$ cat config.mk
export PLATFORM = sky130hd
export DESIGN_NAME = nest_irq_seq
export DESIGN_NICKNAME = d
export VERILOG_FILES = /design/src/rtl/nest_irq_seq.sv
export SDC_FILE = /design/constraint.sdc
export NUM_CORES = 1
export LEC_CHECK = 0
export BUFFER_PORTS_ARGS = -buffer_cell sky130_fd_sc_hd__buf_2
export CELL_PAD_IN_SITES_DETAIL_PLACEMENT = 0
export CELL_PAD_IN_SITES_GLOBAL_PLACEMENT = 1
export CORE_UTILIZATION = 30
export CTS_CLUSTER_DIAMETER = 100
export DETAILED_ROUTE_END_ITERATION = 16
export PLACE_DENSITY = 0.58
export SYNTH_ARGS = -nofsm -noshare
export SYNTH_HDL_FRONTEND = slang
export SYNTH_HIERARCHICAL = 1
export SYNTH_SLANG_ARGS = --single-unit
$ cat constraint.sdc
create_clock -name clk_i -period 52.4 [get_ports clk_i]
set_input_delay 5.24 -clock clk_i [delete_from_list [all_inputs] [get_ports clk_i]]
set_output_delay 5.24 -clock clk_i [all_outputs]
set_load 0.005 [all_outputs]
$ cat src/rtl/nest_irq_seq.sv
package nest_irq_seq_pkg;
  typedef enum logic [1:0] {ST_RUN, ST_PUSH, ST_VEC, ST_POP} seq_st_e;
endpackage

module nest_irq_pend #(
  parameter int unsigned N  = 32,
  localparam int unsigned IW = $clog2(N)
) (
  input  logic          clk_i,
  input  logic          rst_ni,
  input  logic [N-1:0]  irq_i,
  input  logic          acc_vld_i,
  input  logic [IW-1:0] acc_id_i,
  input  logic          ret_vld_i,
  input  logic [IW-1:0] ret_id_i,
  output logic [N-1:0]  pend_o,
  output logic [N-1:0]  act_o
);
  logic [N-1:0] irq_q;

  always_ff @(posedge clk_i or negedge rst_ni)
    if (!rst_ni) irq_q <= '0;
    else         irq_q <= irq_i;

  for (genvar i = 0; i < N; i++) begin : g_line
    logic p_q, a_q;
    logic acc_me, ret_me;
    assign acc_me = acc_vld_i && (acc_id_i == IW'(i));
    assign ret_me = ret_vld_i && (ret_id_i == IW'(i));
    always_ff @(posedge clk_i or negedge rst_ni)
      if (!rst_ni) begin
        p_q <= 1'b0;
        a_q <= 1'b0;
      end else begin
        // a new edge wins over acceptance so a recurrence is never lost
        if (irq_i[i] && !irq_q[i]) p_q <= 1'b1;
        else if (acc_me)           p_q <= 1'b0;
        if (acc_me)      a_q <= 1'b1;
        else if (ret_me) a_q <= 1'b0;
      end
    assign pend_o[i] = p_q;
    assign act_o[i]  = a_q;
  end
endmodule

module nest_irq_arb #(
  parameter int unsigned N  = 32,
  parameter int unsigned PW = 2,
  localparam int unsigned IW = $clog2(N)
) (
  input  logic [N-1:0]         req_i,
  input  logic [N-1:0][PW-1:0] prio_i,
  output logic                 vld_o,
  output logic [IW-1:0]        id_o,
  output logic [PW-1:0]        prio_o
);
  logic          b_v;
  logic [IW-1:0] b_id;
  logic [PW-1:0] b_p;

  // scan downward with <= so the lowest index survives a tie
  always_comb begin
    b_v  = 1'b0;
    b_id = '0;
    b_p  = '0;
    for (int i = N - 1; i >= 0; i--) begin
      if (req_i[i] && (!b_v || prio_i[i] <= b_p)) begin
        b_v  = 1'b1;
        b_id = IW'(i);
        b_p  = prio_i[i];
      end
    end
  end

  assign vld_o  = b_v;
  assign id_o   = b_id;
  assign prio_o = b_p;
endmodule

module nest_irq_stack #(
  parameter int unsigned DEPTH = 4,
  parameter int unsigned PW    = 2,
  parameter int unsigned IW    = 5,
  localparam int unsigned DPW  = $clog2(DEPTH + 1),
  localparam int unsigned AIW  = $clog2(DEPTH)
) (
  input  logic          clk_i,
  input  logic          rst_ni,
  input  logic          push_i,
  input  logic [PW-1:0] push_prio_i,
  input  logic [IW-1:0] push_id_i,
  input  logic          pop_i,
  output logic [PW:0]   cur_prio_o,
  output logic [PW:0]   below_prio_o,
  output logic [IW-1:0] top_id_o,
  output logic          empty_o
);
  localparam logic [PW:0] IDLE = {1'b1, {PW{1'b0}}};

  logic [PW-1:0] prio_q [DEPTH];
  logic [IW-1:0] id_q   [DEPTH];
  logic [DPW-1:0] dep_q;
  logic [AIW-1:0] top_idx, bel_idx, wr_idx;

  assign wr_idx  = AIW'(dep_q);
  assign top_idx = AIW'(dep_q - DPW'(1));
  assign bel_idx = AIW'(dep_q - DPW'(2));

  always_ff @(posedge clk_i or negedge rst_ni)
    if (!rst_ni) begin
      dep_q <= '0;
      for (int i = 0; i < DEPTH; i++) begin
        prio_q[i] <= '0;
        id_q[i]   <= '0;
      end
    end else if (push_i) begin
      prio_q[wr_idx] <= push_prio_i;
      id_q[wr_idx]   <= push_id_i;
      dep_q          <= dep_q + DPW'(1);
    end else if (pop_i) begin
      dep_q <= dep_q - DPW'(1);
    end

  assign empty_o      = (dep_q == '0);
  assign cur_prio_o   = empty_o ? IDLE : {1'b0, prio_q[top_idx]};
  assign below_prio_o = (dep_q < DPW'(2)) ? IDLE : {1'b0, prio_q[bel_idx]};
  assign top_id_o     = id_q[top_idx];
endmodule

module nest_irq_seq
  import nest_irq_seq_pkg::*;
#(
  parameter int unsigned N_IRQ     = 32,
  parameter int unsigned PW        = 2,
  parameter int unsigned W         = 32,
  parameter int unsigned CTX_WORDS = 8,
  parameter int unsigned VEC_OFS   = 16,
  parameter logic [W-1:0] SP_RESET = 32'h2000_1000,
  localparam int unsigned IW = $clog2(N_IRQ),
  localparam int unsigned CW = $clog2(CTX_WORDS)
) (
  input  logic                   clk_i,
  input  logic                   rst_ni,
  input  logic [N_IRQ-1:0]       irq_i,
  input  logic                   cfg_we_i,
  input  logic [IW-1:0]          cfg_idx_i,
  input  logic [PW-1:0]          cfg_prio_i,
  input  logic [W-1:0]           vtab_base_i,
  input  logic [CTX_WORDS*W-1:0] ctx_i,
  output logic [CTX_WORDS*W-1:0] ctx_o,
  output logic                   ctx_load_o,
  output logic                   mem_req_o,
  output logic                   mem_we_o,
  output logic [W-1:0]           mem_addr_o,
  output logic [W-1:0]           mem_wdata_o,
  input  logic                   mem_ready_i,
  input  logic [W-1:0]           mem_rdata_i,
  output logic                   hdl_start_o,
  output logic [W-1:0]           hdl_addr_o,
  output logic [IW-1:0]          hdl_irq_o,
  input  logic                   hdl_exit_i
);
  localparam logic [W-1:0]  FRAME_B  = W'(CTX_WORDS * 4);
  localparam logic [CW-1:0] CNT_LAST = CW'(CTX_WORDS - 1);

  seq_st_e st_q;
  logic [CW-1:0] cnt_q;
  logic [W-1:0]  sp_q;
  logic [IW-1:0] sel_q;
  logic [PW-1:0] sel_prio_q;
  logic [CTX_WORDS-1:0][W-1:0] ctx_q, ctx_w;
  logic [N_IRQ-1:0][PW-1:0] prio_q;
  logic start_q, load_q;
  logic [W-1:0]  haddr_q;
  logic [IW-1:0] hirq_q;

  logic [N_IRQ-1:0] pend, act, ret_oh, cand;
  logic win_vld;
  logic [IW-1:0] win_id, top_id;
  logic [PW-1:0] win_prio;
  logic [PW:0] cur_prio, below_prio;
  logic stk_empty, exit_go, chain, preempt, redirect, vec_done, accept;

  always_ff @(posedge clk_i or negedge rst_ni)
    if (!rst_ni)       prio_q <= '0;
    else if (cfg_we_i) prio_q[cfg_idx_i] <= cfg_prio_i;

  assign exit_go  = (st_q == ST_RUN) && hdl_exit_i && !stk_empty;
  // the exiting line no longer counts as active, so its recurrence can chain
  assign ret_oh   = exit_go ? (N_IRQ'(1) << top_id) : '0;
  assign cand     = pend & ~(act & ~ret_oh);
  assign chain    = exit_go && win_vld && ({1'b0, win_prio} < below_prio);
  assign preempt  = (st_q == ST_RUN) && !exit_go && win_vld && ({1'b0, win_prio} < cur_prio);
  assign redirect = win_vld && (win_prio < sel_prio_q);
  assign vec_done = (st_q == ST_VEC) && mem_ready_i;
  assign accept   = vec_done && !redirect;

  nest_irq_pend #(.N(N_IRQ)) u_pend (
    .clk_i, .rst_ni, .irq_i,
    .acc_vld_i(accept), .acc_id_i(sel_q),
    .ret_vld_i(exit_go), .ret_id_i(top_id),
    .pend_o(pend), .act_o(act)
  );

  nest_irq_arb #(.N(N_IRQ), .PW(PW)) u_arb (
    .req_i(cand), .prio_i(prio_q),
    .vld_o(win_vld), .id_o(win_id), .prio_o(win_prio)
  );

  nest_irq_stack #(.DEPTH(2 ** PW), .PW(PW), .IW(IW)) u_stk (
    .clk_i, .rst_ni,
    .push_i(accept), .push_prio_i(sel_prio_q), .push_id_i(sel_q),
    .pop_i(exit_go),
    .cur_prio_o(cur_prio), .below_prio_o(below_prio),
    .top_id_o(top_id), .empty_o(stk_empty)
  );

  always_ff @(posedge clk_i or negedge rst_ni)
    if (!rst_ni) begin
      st_q       <= ST_RUN;
      cnt_q      <= '0;
      sp_q       <= SP_RESET;
      sel_q      <= '0;
      sel_prio_q <= '0;
      ctx_q      <= '0;
      start_q    <= 1'b0;
      load_q     <= 1'b0;
      haddr_q    <= '0;
      hirq_q     <= '0;
    end else begin
      start_q <= 1'b0;
      load_q  <= 1'b0;
      unique case (st_q)
        ST_RUN: begin
          if (chain || preempt) begin
            sel_q      <= win_id;
            sel_prio_q <= win_prio;
            cnt_q      <= '0;
            st_q       <= chain ? ST_VEC : ST_PUSH;
          end else if (exit_go) begin
            cnt_q <= '0;
            st_q  <= ST_POP;
          end
        end
        ST_PUSH: begin
          if (redirect) begin
            sel_q      <= win_id;
            sel_prio_q <= win_prio;
          end
          if (mem_ready_i) begin
            cnt_q <= cnt_q + CW'(1);
            if (cnt_q == CNT_LAST) begin
              sp_q <= sp_q - FRAME_B;
              st_q <= ST_VEC;
            end
          end
        end
        ST_VEC: begin
          if (mem_ready_i) begin
            if (redirect) begin
              sel_q      <= win_id;
              sel_prio_q <= win_prio;
            end else begin
              start_q <= 1'b1;
              haddr_q <= mem_rdata_i;
              hirq_q  <= sel_q;
              st_q    <= ST_RUN;
            end
          end
        end
        ST_POP: begin
          if (mem_ready_i) begin
            ctx_q[cnt_q] <= mem_rdata_i;
            cnt_q        <= cnt_q + CW'(1);
            if (cnt_q == CNT_LAST) begin
              sp_q   <= sp_q + FRAME_B;
              load_q <= 1'b1;
              st_q   <= ST_RUN;
            end
          end
        end
        default: st_q <= ST_RUN;
      endcase
    end

  assign ctx_w = ctx_i;

  always_comb begin
    unique case (st_q)
      ST_PUSH: mem_addr_o = sp_q - FRAME_B + (W'(cnt_q) << 2);
      ST_VEC:  mem_addr_o = vtab_base_i + ((W'(sel_q) + W'(VEC_OFS)) << 2);
      ST_POP:  mem_addr_o = sp_q + (W'(cnt_q) << 2);
      default: mem_addr_o = '0;
    endcase
  end

  assign mem_req_o   = (st_q != ST_RUN);
  assign mem_we_o    = (st_q == ST_PUSH);
  assign mem_wdata_o = ctx_w[cnt_q];
  assign ctx_o       = ctx_q;
  assign ctx_load_o  = load_q;
  assign hdl_start_o = start_q;
  assign hdl_addr_o  = haddr_q;
  assign hdl_irq_o   = hirq_q;
endmodule

==> run metrics <==
Synth Area per Inst ~11 µm²; Worst EP arrival around 48000 ps; crit-path leading delay family compound AO/OA/AOI/OAI gates; Final Skew around 54 ps; Worst-Margin Slew between 1000 and 1500 ps; Post-Syn Nets a little over 3000; PostCTS Resize Cnt 0; placed cells 4460; GRT Residual Overflow 0; Cell Count, Final, Fillers Out between 4000 and 5000; post-synth top area share 0.459; nets around 3700; top post-synthesis cells by area dfrtp_1 (46%), mux2_2 (16%), ha_1 (3.7%); ys flop type dfrtp_1; hold_buf cts 0; dpl hpwl 88400 µm; Min-Delay Path Depth 1; # clock sinks between 500 and 600; sequential share of the synthesized area 0.461; Max-cap violations 0; most frequent cells in the layout buf_2 (723), dfrtp_1 (523), mux2_2 (398), nand2_1 (236), a22oi_1 (134); WS Path Type in2reg; Tmin final around 48000 ps; Syn-to-layout area delta 23.3%; final setup violation count 0; R2R Path End u_pend/g_line[13].p_q; most common cell after layout, fill and taps aside buf_2; I/O Buffers between 700 and 800; Post-Syn Area approximately 29000 µm²; Slew headroom 0.248; clk root buf clkbuf_16; Initial Util 0.304; reg2reg start u_stk/dep_q[0]; setup tns final 0 ps; Reg2Reg Depth between 150 and 200; Syn. warnings 6; GRT Util Overall 0.232; H-tree depth 2; initial DRC count between 1500 and 2000; Final Cycle Share 0.913; Core Region approximately 94000 µm²; Buf+Inv Stages, Crit Path 8; first-pass GRT wire length approximately 160000 µm; antenna violations before repair 21; R2R setup slack around 7200 ps; gpl congestion between 0.8 and 0.9; CTS tree yes; CP startpoint kind input pin; Data required, critical path between 50000 and 60000 ps; routed len/inst roughly 25 µm; fin. max-slew vios 0; DR pass1 iterations 6; Die Span Y 310 µm; Hold Path End u_pend/g_line[31].p_q; total number of vias approximately 24000; vias in the first global route about 24000; Avg Vias per Cell between 5 and 6; Core Util, Final 0.375; post-CTS setup buffers 0; clock slew at reported path FFs ~60 ps; die width approximately 310 µm; unrepaired setup endpoints after global routing no; min setup slack post-route ~4600 ps; clk_lat worst skew ~700 ps; pre-CTS setup slack between 4000 and 5000 ps; Synth area leader dfrtp_1; HP Start u_pend/irq_q[31]; Max Fclk 0.0209 GHz; CP Capture Type flip-flop; ANT nets after route 0; number of synthesized flops with an enable pin 0; CTS Buf Count between 60 and 70; Die ar. about 96000 µm²; crit path max fanout 20; largest net degree at the start of global routing between 100 and 150; Worst Hold Class reg2reg; FF+latch count, synth between 500 and 600; Detailed Route WL between 100000 and 150000 µm; library cells used by synthesis ~100; Mapped Cells 2630; CP max-delay cell a21boi_0; clock buffer depth 3; DRC 0; num rows ~110; share of layout cells above drive strength 1 0.400; worst stage delay on the critical path ~810 ps; num ports 725; outcome completed; final number of hold-violating endpoints 0; ys async rst share 1.00
cells by family (layout without fill, tap and decap cells):
family | count (synthesis) | count (layout) | share of synthesized area
DFF | 525 | 525 | 0.461
adders and majority gates | 86 | 86 | 0.0380
buffers and inverters | 303 | 990 | 0.0528
and+or+nand+nor | 687 | 687 | 0.127
AOI/OAI and AO/OA | 544 | 544 | 0.131
other | 0 | 15 | 0
muxes | 424 | 424 | 0.171
xor gates and xnor gates | 61 | 61 | 0.0187
metal layers:
| layer | global-route usage | part of all wire |
|---|---|---|
| met5 | 0 | 0 |
| met1 | 0.276 | 0.39 |
| met3 | 0.0268 | 0.036 |
| met4 | 0.0861 | 0.037 |
| met2 | 0.425 | 0.53 |
worst register-to-register path, delay by kind of cell, from the launching register on:
| family | cells | cell delay (ps) |
|---|---|---|
| adder cells (fa/ha/maj) | 33 | 9530 |
| multiplexers | 12 | 4750 |
| flip-flops | 1 | 730 |
| buffers and inverters | 8 | 1110 |
| AND/OR/NAND/NOR | 64 | 9650 |
| AO/OA/AOI/OAI | 82 | 19250 |
Yosys cell counts, drive strengths merged, types with 36 or more instances:
cell and number:
nor3 39, a22oi 134, nor2b 48, dfrtp 523, ha 85, buf 114, nand2 237, inv 112
mux2 404, o21ai 141, nand4 52, nand3 47, clkbuf 77, a21oi 54, a21boi 36, nor2 98
per-stage QoR:
step	hold slack (ps)	instance area [µm²]
CTS	409	35100
detailed placement	401	33000
finish	406	35200
global route	425	35100
floorplan	392	28500
global placement	397	33000
flip-flops by register name (all words and copies together) (netlist names), 2 cells and up:
signal	flops
sp_q	27
st_q	2
cnt_q	3
u_stk/id_q	20
u_stk/dep_q	3
sel_q	5
u_pend/g_line.p_q	32
hdl_irq_o	5
u_stk/prio_q	8
hdl_addr_o	32
prio_q	64
u_pend/irq_q	32
sel_prio_q	2
u_pend/g_line.a_q	32
ctx_o	256
worst max-delay path by stage:
stage	startpoint	endpoint	depth (start not counted)
floorplan	hdl_exit_i	u_stk/id_q[5]	201
global placement	hdl_exit_i	sel_prio_q[1]	196
detailed placement	hdl_exit_i	u_pend/g_line[13].p_q	198
CTS	hdl_exit_i	u_pend/g_line[13].p_q	198
global route	hdl_exit_i	u_pend/g_line[13].p_q	201
finish	hdl_exit_i	u_pend/g_line[13].p_q	198
layout make-up:
class	instances	area (µm²)
well taps	1254	1570
flip-flops and latches	525	13100
repair buffers	767	3970
inverters	112	420
clock inverters	23	337
multi-input cells	1802	13900
diodes	15	37.5
fillers	9466	58600
clock buffers	88	1760
Power is left out: the tool's default activity adds up to more than one toggle a clock period on the data nets, which glitch-free logic cannot reach.
